**config.mk**
```make
export PLATFORM = sky130hd
export DESIGN_NAME = ring_dir_filter
export DESIGN_NICKNAME = d
export VERILOG_FILES = /design/src/rtl/dirf_pkg.sv /design/src/rtl/dirf_way_ram.sv /design/src/rtl/dirf_policy.sv /design/src/rtl/dirf_victim.sv /design/src/rtl/ring_dir_filter.sv
export SDC_FILE = /design/constraint.sdc
export NUM_CORES = 1
export LEC_CHECK = 0
export BUFFER_PORTS_ARGS = -buffer_cell sky130_fd_sc_hd__buf_4
export CAP_MARGIN = 40
export CELL_PAD_IN_SITES_DETAIL_PLACEMENT = 0
export CELL_PAD_IN_SITES_GLOBAL_PLACEMENT = 1
export CORE_UTILIZATION = 45
export CTS_CLUSTER_DIAMETER = 80
export DETAILED_ROUTE_END_ITERATION = 7
export GPL_ROUTABILITY_DRIVEN = 0
export GPL_TIMING_DRIVEN = 0
export MAX_ROUTING_LAYER = met4
export PLACE_DENSITY_LB_ADDON = 0.1
export SETUP_SLACK_MARGIN = 0.5
export SLEW_MARGIN = 20
export SYNTH_ARGS = -nofsm -noshare
export SYNTH_HDL_FRONTEND = slang
export SYNTH_HIERARCHICAL = 1
export SYNTH_SLANG_ARGS = --single-unit
```
**constraint.sdc**
```tcl
create_clock -name clk -period 6.8 [get_ports clk]
set_input_delay 0.68 -clock clk [delete_from_list [all_inputs] [get_ports clk]]
set_output_delay 0.68 -clock clk [all_outputs]
set_load 0.05 [all_outputs]
```
**src/rtl/dirf_pkg.sv**
```systemverilog
package dirf_pkg;
  typedef enum logic [1:0] {
    GS_NONE   = 2'd0,
    GS_SHARED = 2'd1,
    GS_OWNED  = 2'd2
  } grp_state_e;

  typedef enum logic [1:0] {
    OP_RDSH = 2'd0,
    OP_RDEX = 2'd1,
    OP_UPGR = 2'd2,
    OP_DROP = 2'd3
  } coh_op_e;

  localparam logic SRC_GROUP = 1'b0;
  localparam logic SRC_UPPER = 1'b1;
endpackage

```
**src/rtl/dirf_way_ram.sv**
```systemverilog
module dirf_way_ram #(
  parameter int W     = 10,
  parameter int DEPTH = 16,
  parameter int AW    = 4
) (
  input  logic          clk,
  input  logic          we,
  input  logic [AW-1:0] waddr,
  input  logic [W-1:0]  wdata,
  input  logic [AW-1:0] raddr,
  output logic [W-1:0]  rdata
);
  logic [W-1:0] mem [DEPTH];

  always_ff @(posedge clk) begin
    if (we) mem[waddr] <= wdata;
    rdata <= mem[raddr];
  end
endmodule

```
**src/rtl/dirf_policy.sv**
```systemverilog
module dirf_policy
  import dirf_pkg::*;
(
  input  logic       src,
  input  coh_op_e    op,
  input  logic       hit,
  input  grp_state_e cur_st,
  output logic       to_upper,
  output logic       wr_en,
  output logic       alloc,
  output grp_state_e new_st
);
  always_comb begin
    to_upper = 1'b1;
    wr_en    = 1'b0;
    alloc    = 1'b0;
    new_st   = cur_st;
    if (src == SRC_GROUP) begin
      case (op)
        OP_RDSH: begin
          if (hit) to_upper = 1'b0;
          else begin
            alloc  = 1'b1;
            wr_en  = 1'b1;
            new_st = GS_SHARED;
          end
        end
        OP_RDEX, OP_UPGR: begin
          if (hit && cur_st == GS_OWNED) to_upper = 1'b0;
          else begin
            wr_en  = 1'b1;
            alloc  = !hit;
            new_st = GS_OWNED;
          end
        end
        default: begin
          if (hit) begin
            wr_en  = 1'b1;
            new_st = GS_NONE;
          end
        end
      endcase
    end else begin
      case (op)
        OP_RDSH: begin
          if (hit) begin
            to_upper = 1'b0;
            if (cur_st == GS_OWNED) begin
              wr_en  = 1'b1;
              new_st = GS_SHARED;
            end
          end
        end
        OP_RDEX, OP_UPGR: begin
          if (hit) begin
            to_upper = 1'b0;
            wr_en    = 1'b1;
            new_st   = GS_NONE;
          end
        end
        default: ;
      endcase
    end
  end
endmodule

```
**src/rtl/dirf_victim.sv**
```systemverilog
module dirf_victim #(
  parameter int WAYS  = 4,
  parameter int WAY_W = 2
) (
  input  logic [WAYS-1:0]  valid_vec,
  input  logic [WAY_W-1:0] rr_ptr,
  output logic [WAY_W-1:0] way,
  output logic             all_full
);
  always_comb begin
    way = rr_ptr;
    for (int i = WAYS - 1; i >= 0; i--) begin
      if (!valid_vec[i]) way = WAY_W'(i);
    end
    all_full = &valid_vec;
  end
endmodule

```
**src/rtl/ring_dir_filter.sv**
```systemverilog
module ring_dir_filter
  import dirf_pkg::*;
#(
  parameter int ADDR_W = 16,
  parameter int OFF_W  = 4,
  parameter int SETS   = 16,
  parameter int WAYS   = 4
) (
  input  logic              clk,
  input  logic              rst,
  input  logic              in_valid,
  output logic              in_ready,
  input  logic              in_src,
  input  logic [1:0]        in_op,
  input  logic [ADDR_W-1:0] in_addr,
  output logic              grp_valid,
  input  logic              grp_ready,
  output logic [1:0]        grp_op,
  output logic [ADDR_W-1:0] grp_addr,
  output logic              up_valid,
  input  logic              up_ready,
  output logic [1:0]        up_op,
  output logic [ADDR_W-1:0] up_addr
);
  localparam int SET_W = $clog2(SETS);
  localparam int TAG_W = ADDR_W - OFF_W - SET_W;
  localparam int WAY_W = $clog2(WAYS);
  localparam int ENT_W = TAG_W + 2;

  typedef enum logic [1:0] {PH_INIT, PH_IDLE, PH_LOOK, PH_SEND} phase_e;

  phase_e             phase;
  logic [SET_W-1:0]   init_cnt;
  logic               req_src;
  logic [1:0]         req_op;
  logic [ADDR_W-1:0]  req_addr;
  logic [WAY_W-1:0]   rr_ptr [SETS];

  logic [SET_W-1:0]   in_set, req_set, raddr, waddr;
  logic [TAG_W-1:0]   req_tag;
  logic [ENT_W-1:0]   rdata [WAYS];
  logic [ENT_W-1:0]   wdata;
  logic [WAYS-1:0]    valid_vec, hit_vec, we_vec;
  logic [WAY_W-1:0]   hit_way, vic_way, tgt_way;
  logic               hit, all_full;
  logic               pol_up, pol_wr, pol_alloc;
  grp_state_e         cur_st, new_st;

  assign in_set  = in_addr[OFF_W +: SET_W];
  assign req_set = req_addr[OFF_W +: SET_W];
  assign req_tag = req_addr[ADDR_W-1 -: TAG_W];
  assign raddr   = (phase == PH_IDLE) ? in_set : req_set;
  assign waddr   = (phase == PH_INIT) ? init_cnt : req_set;
  assign wdata   = (phase == PH_INIT) ? '0 : {req_tag, new_st};
  assign tgt_way = pol_alloc ? vic_way : hit_way;

  for (genvar w = 0; w < WAYS; w++) begin : g_way
    assign valid_vec[w] = rdata[w][1:0] != GS_NONE;
    assign hit_vec[w]   = valid_vec[w] && (rdata[w][ENT_W-1:2] == req_tag);
    assign we_vec[w]    = (phase == PH_INIT) ||
                          (phase == PH_LOOK && pol_wr && tgt_way == WAY_W'(w));
    dirf_way_ram #(.W(ENT_W), .DEPTH(SETS), .AW(SET_W)) i_ram (
      .clk   (clk),
      .we    (we_vec[w]),
      .waddr (waddr),
      .wdata (wdata),
      .raddr (raddr),
      .rdata (rdata[w])
    );
  end

  always_comb begin
    hit_way = '0;
    for (int i = 0; i < WAYS; i++) begin
      if (hit_vec[i]) hit_way = WAY_W'(i);
    end
  end
  assign hit    = |hit_vec;
  assign cur_st = grp_state_e'(rdata[hit_way][1:0]);

  dirf_policy i_policy (
    .src      (req_src),
    .op       (coh_op_e'(req_op)),
    .hit      (hit),
    .cur_st   (cur_st),
    .to_upper (pol_up),
    .wr_en    (pol_wr),
    .alloc    (pol_alloc),
    .new_st   (new_st)
  );

  dirf_victim #(.WAYS(WAYS), .WAY_W(WAY_W)) i_victim (
    .valid_vec (valid_vec),
    .rr_ptr    (rr_ptr[req_set]),
    .way       (vic_way),
    .all_full  (all_full)
  );

  assign in_ready = (phase == PH_IDLE);
  assign grp_op   = req_op;
  assign grp_addr = req_addr;
  assign up_op    = req_op;
  assign up_addr  = req_addr;

  always_ff @(posedge clk) begin
    if (rst) begin
      phase     <= PH_INIT;
      init_cnt  <= '0;
      grp_valid <= 1'b0;
      up_valid  <= 1'b0;
      req_src   <= 1'b0;
      req_op    <= '0;
      req_addr  <= '0;
      for (int s = 0; s < SETS; s++) rr_ptr[s] <= '0;
    end else begin
      case (phase)
        PH_INIT: begin
          init_cnt <= init_cnt + 1'b1;
          if (init_cnt == SET_W'(SETS - 1)) phase <= PH_IDLE;
        end
        PH_IDLE: begin
          if (in_valid) begin
            req_src  <= in_src;
            req_op   <= in_op;
            req_addr <= in_addr;
            phase    <= PH_LOOK;
          end
        end
        PH_LOOK: begin
          up_valid  <= pol_up;
          grp_valid <= !pol_up;
          if (pol_alloc && all_full) begin
            rr_ptr[req_set] <= (rr_ptr[req_set] == WAY_W'(WAYS - 1)) ?
                               '0 : rr_ptr[req_set] + 1'b1;
          end
          phase <= PH_SEND;
        end
        default: begin
          if ((grp_valid && grp_ready) || (up_valid && up_ready)) begin
            grp_valid <= 1'b0;
            up_valid  <= 1'b0;
            phase     <= PH_IDLE;
          end
        end
      endcase
    end
  end
endmodule

```
==> results of run 1 <==
per-layer routing:
layer / routed length, um / track usage, % / share of wire [%] / vias to the layer above
met4: 1090 / 5.44 / 1.6 / 0
li1: - / - / - / 6681
met2: 33300 / 33.8 / 49 / 407
met5: 0 / - / 0 / -
met3: 3650 / 3.25 / 5.3 / 84
met1: 30200 / 29.9 / 44 / 7799
worst reg2reg max path, stage by stage, from the launching register on:
cell and delay, ns:
dfxtp_1 0.48, clkbuf_1 0.59, xnor2_1 0.15, nand3_1 0.12
or3_1 0.11, clkbuf_1 0.21, nand3_1 0.15, buf_6 0.17
nor4_1 0.76, or2_2 0.27, o21ai_0 0.12, o31ai_1 0.73
or3b_1 0.49, nor2_1 0.48, buf_4 0.26
stage by stage:
stage | cells | util [%] | TNS, ns | worst slack [ns] | area, um^2
2_1_floorplan | 1541 | - | 0 | 2.32 | 29400
3_3_place_gp | 2457 | 48.0 | -38.50 | -0.354 | 30900
3_5_place_dp | 2543 | 49.7 | 0 | 1.39 | 32100
4_1_cts | 2679 | 53.6 | 0 | 1.40 | 34600
5_1_grt | 2681 | 53.6 | 0 | 1.11 | 34600
6_report | 2682 | 53.6 | 0 | 1.43 | 34600
power by group:
group	switching, mW	internal [mW]	total (mW)	leakage (nW)
combinational	2.19	1.43	3.62	3.51
sequential	0.173	5.72	5.90	6.47
clock	1.71	2.49	4.20	1.22
cell usage after synthesis (6+ instances only):
| master | n |
|---|---|
| a21oi_1 | 24 |
| a22oi_1 | 81 |
| and2_1 | 6 |
| buf_1 | 20 |
| buf_4 | 27 |
| buf_6 | 8 |
| buf_8 | 8 |
| clkbuf_1 | 33 |
| dfxtp_1 | 71 |
| edfxtp_1 | 672 |
| ha_1 | 8 |
| inv_1 | 7 |
| mux2_2 | 9 |
| mux4_1 | 56 |
| mux4_2 | 114 |
| nand2_1 | 106 |
| nand2b_1 | 27 |
| nand3_1 | 12 |
| nand3b_1 | 11 |
| nand4_1 | 6 |
| nor2_1 | 85 |
| nor2_2 | 10 |
| nor2b_1 | 23 |
| nor3_1 | 26 |
| or2_2 | 6 |
| xnor2_1 | 23 |
| xor2_1 | 12 |
sequential cells by signal, summed over array words and instances (netlist names), named ones only:
signal             flops
rr_ptr                32
g_way.i_ram/rdata     40
up_valid               1
g_way.i_ram/mem      640
grp_op                 2
phase                  2
grp_addr              16
grp_valid              1
init_cnt               4
req_src                1
cell families after synthesis:
| kind of cell | after synthesis |
|---|---|
| AOI/OAI and AO/OA | 134 |
| adders and majority gates | 8 |
| xor gates and xnor gates | 35 |
| muxes | 182 |
| buffers and inverters | 106 |
| DFF | 743 |
| and+or+nand+nor | 333 |
cells in the final DEF (no fill, tap or decap), types with 6 or more instances in the layout:
master | netlist | layout
nand3_1 | 12 | 12
nor3_1 | 26 | 10
xor2_1 | 12 | 12
nand2b_1 | 27 | 27
nor2b_4 | 0 | 10
bufinv_16 | 0 | 10
clkbuf_16 | 0 | 78
mux4_2 | 114 | 114
buf_1 | 20 | 20
nand4_1 | 6 | 6
xnor2_1 | 23 | 23
nand3b_1 | 11 | 11
nor3_2 | 0 | 16
nor2_1 | 85 | 85
clkinv_1 | 0 | 10
ha_1 | 8 | 8
a22oi_1 | 81 | 81
a21oi_1 | 24 | 24
clkbuf_1 | 33 | 50
mux4_1 | 56 | 56
and2_1 | 6 | 6
buf_12 | 1 | 12
buf_4 | 27 | 151
nor2b_1 | 23 | 13
buf_6 | 8 | 11
nand2_1 | 106 | 106
nor2_2 | 10 | 10
edfxtp_1 | 672 | 672
buf_16 | 0 | 10
mux2_2 | 9 | 9
dfxtp_1 | 71 | 71
inv_1 | 7 | 7
or2_2 | 6 | 6
buf_8 | 8 | 9
clkinv_2 | 0 | 14
worst max-delay path by stage:
stage / startpoint / end / slack [ns] / depth (start not counted)
after floorplan: grp_addr[14]$_SDFFE_PP0P_ / g_way[1].i_ram/mem[0][0]$_DFFE_PP_ / 2.32 / 15
after global placement: grp_addr[15]$_SDFFE_PP0P_ / g_way[2].i_ram/mem[1][0]$_DFFE_PP_ / -0.35 / 11
after detailed placement: grp_addr[15]$_SDFFE_PP0P_ / g_way[1].i_ram/mem[2][9]$_DFFE_PP_ / 1.39 / 14
after CTS: grp_addr[15]$_SDFFE_PP0P_ / g_way[1].i_ram/mem[2][0]$_DFFE_PP_ / 1.40 / 14
after global routing: grp_addr[15]$_SDFFE_PP0P_ / g_way[1].i_ram/mem[2][0]$_DFFE_PP_ / 1.11 / 14
final: grp_addr[15]$_SDFFE_PP0P_ / g_way[1].i_ram/mem[2][9]$_DFFE_PP_ / 1.43 / 14
final cells by class:
class	count	area [um^2]	share of cell area, %
flip-flops and latches	743	21600	62.5
multi-input cells	692	7280	21.0
clock buffers	95	2020	5.83
repair buffers	149	1480	4.27
well taps	855	1070	3.09
plain buffers	98	637	1.84
clock inverters	41	474	1.37
inverters	8	30.0	0.0868
diodes	1	2.50	0.00724
==> summary.md, run 1 <==
| Metric | Value |
|---|---|
| Unique masters post-synth | 56 |
| RSZ-0062 raised after global routing | false |
| R2R Path End | g_way[1].i_ram/mem[2][9]$_DFFE_PP_ |
| Kind of cell adding the most delay to the critical path | simple AND/OR/NAND/NOR gates |
| Routed Wire Length | 68.2 mm |
| Hold Path Depth | 3 |
| IO Pins | 63 |
| Total gr overflow | 0 |
| Slowest cell on the critical path | nor4_1 |
| Global-route wire length before repair | approximately 100 mm |
| Largest family of logic cells by synthesized area | multiplexers |
| Post-synthesis simple-gate area fraction | 5.41% |
| TritonCTS Buffers | 76 |
| VDD IR-drop max | approximately 0.00019 V |
| F_max | 186 MHz |
| Worst reg2reg setup slack | roughly 1.4 ns |
| Hold WS | 0.319 ns |
| Number of flops mapped to enable cells by yosys | 672 |
| Vias in the first global route | approximately 15k |
| CP max FO | 10 |
| Antenna Nets Post-Route | 0 |
| Power Total | 13.7 mW |
| Drt pass-1 iters | 5 |
| CTS hold repair buffers | 0 |
| # nets final | 1800 |
| Mux share of post-synthesis cell area | 14.2% |
| Synth Instances | 1541 |
| Tcrit/Tclk final | 79.0% |
| Post-CTS Setup Inserts | 0 |
| Post-synthesis sequential area ratio | 73.5% |
| Syn Area/Cell | about 19 um^2 |
| GR Util All Layers | 21.6% |
| Worst Hold Launch | in_addr[2] |
| Die extent in y | 258 um |
| Detailed Route Iter0 Violations | around 1.2k |
| Critical Path RT | 7.13 ns |
| Buf/Inv on CP | 4 |
| CTS root buf | clkbuf_16 |
| Synth area leaders | edfxtp_1, mux4_2, mux4_1 |
| Synth Area in Compound Gates | between 3 and 4% |
| Num rows | 93 |
| Max clock buf depth | 3 |
| Post-Synth XOR/XNOR Area | 1.04% |
| Critical Path AT | about 5.7 ns |
| Adder-cell area share of the yosys netlist | 0.341% |
| Worst min path class | in2reg |
| Routed wire per std cell | 25.4 um |
| Main flop type after synthesis | edfxtp_1 |
| Critical Path Sink Type | register |
| DP HPWL | 46.0 mm |
| DRC viols | 0 |
| Final number of setup-violating endpoints | 0 |
| Flops & latches, synth | 743 |
| Area delta synth->final | 17.7% |
| DR vias/cell | 5.58 |
| Post-synth ARST share | 0% |
| PortBufs | 61 |
| Core area | 0.0645 mm^2 |
| Post-synth top area share | 68.7% |
| Hold Crit Endpoint | grp_addr[2]$_SDFFE_PP0P_ |
| Initial Utilization | 45.6% |
| Slowest stage delay, CP | 0.76 ns |
| Sink Count | approximately 740 |
| Startpoint class of the critical path | register |
| Post-Route Skew | 0.0234 ns |
| CTS tree | built |
| Die area | 0.0663 mm^2 |
| Clk_lat worst skew | 0.62 ns |
| Pwr Density | between 300 and 400 mW/mm^2 |
| Warnings from Yosys | 6 |
| Final hold vios | 0 |
| Slew HR | about 40% |
| Layout cells sized above 1 | 25.7% |
| Max H-tree Level | 3 |
| Largest net degree at the start of global routing | 33 |
| Mapped Area | 0.0294 mm^2 |
| Status | complete, no violations |
| Reg2Reg Depth | 14 |
| Initial antenna violation count | 0 |
| Post_cts resized | 0 |
| Tmin final | 5.37 ns |
| Reg2Reg Launch Point | grp_addr[15]$_SDFFE_PP0P_ |
| Max-cap violations | 0 |
| Net count after synthesis | between 1.5k and 2k |
| Worst-Margin Slew | 0.888 ns |
| Layout fillers | 5152 |
| Dominant cell type by area after synthesis | edfxtp_1 |
| Vias | 15.0k |
| Final slew viol count | 0 |
| Worst path cell trace | clkbuf_1 > xnor2_1 > nand3_1 > or3_1 > clkbuf_1 > nand3_1 > buf_6 > nor4_1 > or2_2 > o21ai_0 > o31ai_1 > or3b_1 > nor2_1 > buf_4 |
| Leak | 11.2 nW |
| Kind of critical path | reg2reg |
| Die Width | 258 um |
| Clock-pin slew on the worst setup and hold paths | around 0.06 ns |
(Power assumes the default switching activity.)
==> run 2, diff against run 1 <==
==> constraint.sdc (replaced) <==
create_clock -name clk -period 5.2 [get_ports clk]
set_input_delay 0.52 -clock clk [delete_from_list [all_inputs] [get_ports clk]]
set_output_delay 0.52 -clock clk [all_outputs]
set_load 0.05 [all_outputs]
==> run 2 against run 1 <==
  * Final cell count hardly changed
  * Core utilization is 0.16 points higher
  * Sequential power is 31% higher
  * Count of clock-buffer cells in the layout stayed put
  * Non-clock buffer count stayed put
  * Combinational power is 33% higher
  * Clock skew is 0.0013 ns lower
  * Register-to-register slack worse by 0.69 ns
  * Maximum frequency is 20% higher
  * Routed wire length hardly changed
  * Sequential share of layout area is 0.18 points lower
  * Critical path type unchanged
  * Largest power group unchanged
  * Highest routed layer unchanged
==> summary.md, run 2 (synthesis gave the netlist of run 1 again) <==
| Metric | Value |
|---|---|
| Most common cell after layout, fill and taps aside | edfxtp_1 |
| GRT met1 Usage | 29.9% (about the same) |
| Clk_lat worst skew | 0.62 ns (about the same) |
| Initial antenna violation count | 0 (unchanged) |
| Vias in the first global route | 15.3k (+0.065%) |
| Max-cap violations | 0 (unchanged) |
| Final slew viol count | 0 (unchanged) |
| Hold WS | 0.159 ns (-0.160 ns) |
| Register area | 0.0216 mm^2 (unchanged) |
| Top reg by flops | g_way.i_ram/mem |
| Max reg flops | 640 (unchanged) |
| Area of the multi-input gates | 0.00737 mm^2 (+1.3%) |
| CTS root buf | clkbuf_16 |
| Kind of critical path | reg2reg |
| Largest registers | g_way.i_ram/mem x640, g_way.i_ram/rdata x40, rr_ptr x32 |
| GR peak layer | met2 |
| Area delta synth->final | 18.0% |
| IO Pins | 63 (unchanged) |
| VDD IR-drop max | 0.000249 V (+32%) |
| Clock Power Share | 30.5% (about the same) |
| Critical Path RT | 5.51 ns (-1.62 ns) |
| Total gr overflow | 0 (unchanged) |
| Antenna diodes | 0 (-1) |
| CTS tree | built |
| Slew HR | 46.5% (+6.3 points) |
| Tmin final | 4.47 ns (-0.907 ns) |
| Worst-Margin Slew | 0.802 ns (-0.0866 ns) |
| DP HPWL | 46.0 mm (unchanged) |
| Critical Path Sink Type | register |
| Design area | 0.0347 mm^2 (+0.30%) |
| Die area | 0.0663 mm^2 (unchanged) |
| Area post-placement | 0.0321 mm^2 (unchanged) |
| Global-route wire length before repair | 101 mm (about the same) |
| Initial Utilization | 45.6% (unchanged) |
| Global Route met2 Usage | 33.9% (+0.037 points) |
| Core area | 0.0645 mm^2 (unchanged) |
| Layout cells sized above 1 | 26.9% (+1.2 points) |
| Post-Route Skew | 0.0220 ns (-0.00135 ns) |
| Internal | 12.6 mW (+31%) |
| # nets final | 1800 (unchanged) |
| TritonCTS Buffers | 76 (unchanged) |
| GR Util All Layers | 21.6% (about the same) |
| Psw | 5.37 mW (+32%) |
| Detailed Route Iter0 Violations | 1191 (+3.5%) |
| Num rows | 93 (unchanged) |
| CP max FO | 10 (unchanged) |
| Layout fillers | 5148 (-0.078%) |
| Tcrit/Tclk final | 85.9% (+6.9 points) |
| RSZ-0062 raised after global routing | false |
| Setup TNS | 0 ns (unchanged) |
| Largest net degree at the start of global routing | 33 (unchanged) |
| Routed Wire Length | 68.3 mm (about the same) |
| Leak | 11.2 nW (+0.34%) |
| Die Width | 258 um (unchanged) |
| Max H-tree Level | 3 (unchanged) |
| Most frequent cells in the layout | edfxtp_1, buf_4, mux4_2, nand2_1, a22oi_1 |
| Die extent in y | 258 um (unchanged) |
| Vias | 14.9k (-0.15%) |
| Flop pwr share | 42.8% (-0.2 points) |
| Final number of setup-violating endpoints | 0 (unchanged) |
| DR vias/cell | 5.58 (-0.11%) |
| F_max | 224 MHz (+20%) |
| Power Total | 18.0 mW (+31%) |
| Logic gate share of total power | 26.7% (+0.3 points) |
| Sw frac | 29.8% (+0.14 points) |
| Placed cells | 2543 (unchanged) |
| Routed wire per std cell | 25.5 um (about the same) |
| Startpoint class of the critical path | register |
| DRC viols | 0 (unchanged) |
| Antenna Nets Post-Route | 0 (unchanged) |
| Critical Path AT | 4.78 ns (-0.93 ns) |
| CTS hold repair buffers | 0 (unchanged) |
| Clock-pin slew on the worst setup and hold paths | 0.06 ns (about the same) |
| Pwr Density | 519 mW/mm^2 (+31%) |
| Status | complete, no violations |
| PortBufs | 61 (unchanged) |
| Max clock buf depth | 3 (unchanged) |
| Drt pass-1 iters | 7 (+2) |
| Sink Count | 743 (unchanged) |
| Non-Filler Instances | 2681 (-0.037%) |
| Worst min path class | in2reg |
| GRT met3 Usage | 3.25% (unchanged) |
| Final hold vios | 0 (unchanged) |
-- run 2: cell count changes in the layout (fill, tap and decap cells not counted), sizes merged --
cell   previous run  this run
diode             1         0
-- run 2: final cells by class --
cell class,count,area share [%]
inverters,8,0.0866
clock buffers,95,5.81
flip-flops and latches,743,62.3
clock inverters,41,1.37
plain buffers,98,1.87
well taps,855,3.08
multi-input cells,692,21.2
repair buffers,149,4.25
-- run 2: power by group through the flow --
stage               clock network [mW]  registers (mW)  logic [mW]
floorplan                            0            7.82        2.90
global placement                     0            7.85        4.42
detailed placement                   0            7.84        4.76
CTS                               5.62            7.72        4.80
global route                      5.83            7.78        5.14
finish                            5.48            7.71        4.81
-- run 2: per-layer routing --
metal / up-vias / wire length, um
met5: - / 0
met4: 0 / 1080
met3: 85 / 3570
met2: 390 / 33300
met1: 7791 / 30400
li1: 6683 / -
-- run 2: what timing repair did --
action,CTS,global route
setup buffers,0,0
cloned,0,0
setup endpoints to repair,318,182
gates resized for setup,7,31
-- run 2: through the flow --
step	setup WS (ns)	util, %
global placement	-1.95	48.0
detailed placement	-0.208	49.7
CTS	0.502	53.6
global route	0.489	53.8
floorplan	0.722	-
finish	0.732	53.8
-- run 2: final timing paths --
kind / end / slack (ns) / cells after the start / startpoint
setup / recovery: g_way[0].i_ram/mem[3][9]$_DFFE_PP_ / 0.73 / 14 / grp_addr[15]$_SDFFE_PP0P_
hold / removal: grp_addr[2]$_SDFFE_PP0P_ / 0.16 / 3 / in_addr[2]
setup reg to reg: g_way[0].i_ram/mem[3][9]$_DFFE_PP_ / 0.73 / 14 / grp_addr[15]$_SDFFE_PP0P_
hold reg to reg: grp_addr[1]$_SDFFE_PP0P_ / 0.47 / 2 / grp_addr[1]$_SDFFE_PP0P_
-- run 2: worst max-delay path: stages (launching register included) --
cell and delay (ns):
dfxtp_1 0.47, clkbuf_4 0.32, xnor2_1 0.14, nand3_1 0.11, or3_1 0.35, clkbuf_1 0.17, nand3_1 0.14, buf_6 0.16
nor4_2 0.08, or2_2 0.33, o21ai_0 0.37, a41o_1 0.43, or3b_1 0.48, nor2_1 0.35, buf_4 0.26
==> run 3, diff against run 2 <==
--- a/config.mk
+++ b/config.mk
@@ -10,7 +10,6 @@
 export CELL_PAD_IN_SITES_DETAIL_PLACEMENT = 0
 export CELL_PAD_IN_SITES_GLOBAL_PLACEMENT = 1
 export CORE_UTILIZATION = 45
-export CTS_CLUSTER_DIAMETER = 80
 export DETAILED_ROUTE_END_ITERATION = 7
 export GPL_ROUTABILITY_DRIVEN = 0
 export GPL_TIMING_DRIVEN = 0
@@ -20,5 +19,4 @@
 export SLEW_MARGIN = 20
 export SYNTH_ARGS = -nofsm -noshare
 export SYNTH_HDL_FRONTEND = slang
-export SYNTH_HIERARCHICAL = 1
 export SYNTH_SLANG_ARGS = --single-unit
==> run 3 against run 2 <==
  * Core utilization rose by 0.59 points
  * Critical path depth shrank 1
  * Register-to-register slack lost 0.08 ns
  * Hold slack lost 0.017 ns
  * Setup slack worse by 0.078 ns
  * Die area up 0.76%
  * Sequential power fell by 2%
  * Clock power about the same
  * Cell area increased by 1.5%
  * First-iteration DRC count grew 25%
  * Largest power group unchanged
  * Highest routed layer unchanged
==> summary.md, run 3 <==
| Metric | Value |
|---|---|
| Status | complete, no violations |
| Slowest stage delay, CP | 0.61 ns (+0.13 ns) |
| Synth Instances | 1656 (+7.5%) |
| Post-synth ARST share | 0% (unchanged) |
| Routed Wire Length | 76.5 mm (+12%) |
| Global-route wire length before repair | 111 mm (+9.8%) |
| PortBufs | 61 (unchanged) |
| Crit path capture | g_way[3].i_ram.mem[13][7]$_DFFE_PP_ |
| Most frequent cell after synthesis | edfxtp_1 |
| Core area | 0.0647 mm^2 (+0.36%) |
| DP Worst Slack | 0.356 ns (+0.564 ns) |
| Warnings from Yosys | 0 (-6) |
| Initial Utilization | 45.8% (+0.18 points) |
| Placed cells | 2646 (+4.1%) |
| CP max FO | 10 (unchanged) |
| Num rows | 93 (unchanged) |
| Fin worst setup slack | 0.654 ns (-0.0784 ns) |
| Unique masters post-synth | 52 (-7.1%) |
| Synth top cells by count | edfxtp_1, nand2_1, mux4_2 |
| VDD IR-drop max | 0.000434 V (+74%) |
| Worst reg2reg setup slack | 0.65 ns (-0.08 ns) |
| Reg2Reg Depth | 13 (-1) |
| Post-CTS Setup Inserts | 0 (unchanged) |
| Area delta synth->final | 18.8% |
| Net count after synthesis | 1688 (+7.3%) |
| Vias | 16.0k (+7.3%) |
| TritonCTS Buffers | 77 (+1.3%) |
| Slew HR | 42.4% (-4.1 points) |
| Reg2Reg Launch Point | grp_addr[14]$_SDFFE_PP0P_ |
| Setup crit start | grp_addr[14]$_SDFFE_PP0P_ |
| Post-synth top area share | 68.1% (-0.52 points) |
| Slowest cell on the critical path | o31ai_2 |
| RSZ-0062 raised after global routing | false |
| Max reg flops | 640 (unchanged) |
| Mapped Area | 0.0296 mm^2 (+0.76%) |
| Tcrit/Tclk final | 87.4% (+1.5 points) |
| IO Pins | 63 (unchanged) |
| Setup TNS | 0 ns (unchanged) |
| Main flop type after synthesis | edfxtp_1 |
| Drt pass-1 iters | 5 (-2) |
| Synth area leaders | edfxtp_1, mux4_2, dfxtp_1 |
| Worst min path class | in2reg |
| Largest net degree at the start of global routing | 43 (+30%) |
| Critical Path RT | 5.52 ns (about the same) |
| Kind of critical path | reg2reg |
| Max H-tree Level | 3 (unchanged) |
| Most common cell after layout, fill and taps aside | edfxtp_1 |
| Die Width | 259 um (+0.38%) |
| R2R Path End | g_way[3].i_ram.mem[13][7]$_DFFE_PP_ |
| F_max | 220 MHz (-1.7%) |
| Layout cells sized above 1 | 28.9% (+1.9 points) |
| Vias in the first global route | 16.1k (+5.2%) |
| Total gr overflow | 0 (unchanged) |
| CTS tree | built |
| Sink Count | 743 (unchanged) |
| Post-Route Skew | 0.0217 ns (-0.000301 ns) |
| Post-synthesis sequential area ratio | 72.9% (-0.56 points) |
| Dominant cell type by area after synthesis | edfxtp_1 |
| DR vias/cell | 5.76 (+3.3%) |
| Max clock buf depth | 3 (unchanged) |
| Worst Hold Launch | in_addr[12] |
| Flops & latches, synth | 743 (unchanged) |
| Worst path cell trace | buf_2 > xnor2_1 > nand4_1 > or3_1 > buf_2 > a221oi_1 > o31ai_2 > a21oi_1 > nor2_1 > buf_2 > buf_2 > o31ai_2 > buf_4 |
| Final hold vios | 0 (unchanged) |
| Leak | 12.4 nW (+10%) |
| GR Util All Layers | 24.1% (+2.5 points) |
| Final slew viol count | 0 (unchanged) |
| Tmin final | 4.55 ns (+0.0784 ns) |
| Clock-pin slew on the worst setup and hold paths | 0.06 ns (about the same) |
| Initial antenna violation count | 1 (+1) |
| Pwr Density | 521 mW/mm^2 (+0.38%) |
| Clk_lat worst skew | 0.63 ns (about the same) |
| Antenna diodes | 0 (unchanged) |
| Non-Filler Instances | 2787 (+4.0%) |
| Number of flops mapped to enable cells by yosys | 672 (unchanged) |
| DP HPWL | 53.2 mm (+16%) |
| Startpoint class of the critical path | register |
| Most frequent CP cell | buf_2 |
| CTS root buf | clkbuf_16 |
| Antenna Nets Post-Route | 0 (unchanged) |
| Critical Path Sink Type | register |
| # nets final | 1905 (+5.8%) |
| Hold Path Depth | 3 (unchanged) |
| Die extent in y | 259 um (+0.38%) |
| Syn Area/Cell | 17.9 um^2 (-6.2%) |
| Critical Path AT | 4.87 ns (+0.09 ns) |
| CTS hold repair buffers | 0 (unchanged) |
| Top reg by flops | g_way.i_ram.mem |
| Die area | 0.0668 mm^2 (+0.76%) |
| Max-cap violations | 0 (unchanged) |
| Largest registers | g_way.i_ram.mem x640, g_way.i_ram.rdata x40, rr_ptr x32 |
| Routed wire per std cell | 27.4 um (+7.8%) |
| DRC viols | 0 (unchanged) |
| Detailed Route Iter0 Violations | 1494 (+25%) |
| Most frequent cells in the layout | edfxtp_1, nand2_1, mux4_2, buf_4, clkbuf_1 |
| Final Core Density | 54.4% (+0.59 points) |
| Power Total | 18.3 mW (+1.9%) |
| Final number of setup-violating endpoints | 0 (unchanged) |
| Worst-Margin Slew | 0.864 ns (+0.0617 ns) |
[run 3: cell count changes after synthesis, sizes merged, moves of 18 or more]
cell,change
a22oi,-81
clkbuf,+40
o21ai,+27
nor2,-37
nor3,-18
and2,+36
nand2b,-20
o31ai,+37
a31oi,+39
a211oi,+41
nand2,+66
[run 3: what timing repair did]
action                                  4_1_cts  5_1_grt
hold endpoints to repair                      0        0
resized for setup                             2        4
endpoints found under the setup margin      105      117
[run 3: worst max-delay path: cells and delay by family (launching register included)]
| kind | cells | cell delay (ns) |
|---|---|---|
| AO/OA/AOI/OAI | 4 | 1.56 |
| XOR/XNOR | 1 | 0.17 |
| buffers and inverters | 5 | 1.38 |
| flip-flops | 1 | 0.37 |
| AND/OR/NAND/NOR | 3 | 0.72 |
[run 3: cell families (layout without fill, tap and decap cells)]
group | Yosys count | in the layout | synth area share, %
AND/OR/NAND/NOR | 341 | 341 | 5.23
flip-flops | 743 | 743 | 72.9
AO/OA/AOI/OAI | 216 | 216 | 5.10
multiplexers | 179 | 179 | 13.2
buffers and inverters | 134 | 410 | 2.11
adder cells (fa/ha/maj) | 8 | 8 | 0.338
XOR/XNOR | 35 | 35 | 1.04
[run 3: worst min-delay path by stage]
| stage | to | slack, ns |
|---|---|---|
| after floorplan | init_cnt[3]$_SDFFE_PP0P_ | 0.47 |
| after global placement | grp_addr[0]$_SDFFE_PP0P_ | 0.46 |
| after detailed placement | grp_addr[1]$_SDFFE_PP0P_ | 0.47 |
| after CTS | grp_addr[12]$_SDFFE_PP0P_ | 0.12 |
| after global routing | grp_addr[12]$_SDFFE_PP0P_ | 0.14 |
| final | grp_addr[12]$_SDFFE_PP0P_ | 0.14 |
[run 3: area by class of cell]
type / instances / area [um^2]
buffer: 125 / 594
clock inverter: 40 / 398
sequential: 743 / 21600
timing repair buffer: 138 / 1340
tap: 855 / 1070
clock buffer: 98 / 2090
fill: 5121 / 29500
inverter: 9 / 33.8
multi-input combinational: 779 / 8070
[run 3: layer usage]
metal	vias to the layer above	GRT usage (%)	part of all wire (%)
met5	-	-	0
met4	0	8.00	2.8
met3	112	4.24	6.6
met2	545	35.8	46
met1	8352	33.9	45
li1	7038	-	-
[run 3: metrics by stage]
stage / area, um^2 / hold slack, ns
2_1_floorplan: 29600 / 0.471
3_3_place_gp: 31100 / 0.462
3_5_place_dp: 32600 / 0.473
4_1_cts: 35100 / 0.120
5_1_grt: 35200 / 0.141
6_report: 35200 / 0.142
[run 3: power by group]
| group | internal (mW) | switching, mW | total, mW |
|---|---|---|---|
| Combinational | 1.85 | 3.45 | 5.30 |
| Clock | 3.19 | 2.26 | 5.46 |
| Sequential | 7.35 | 0.233 | 7.58 |
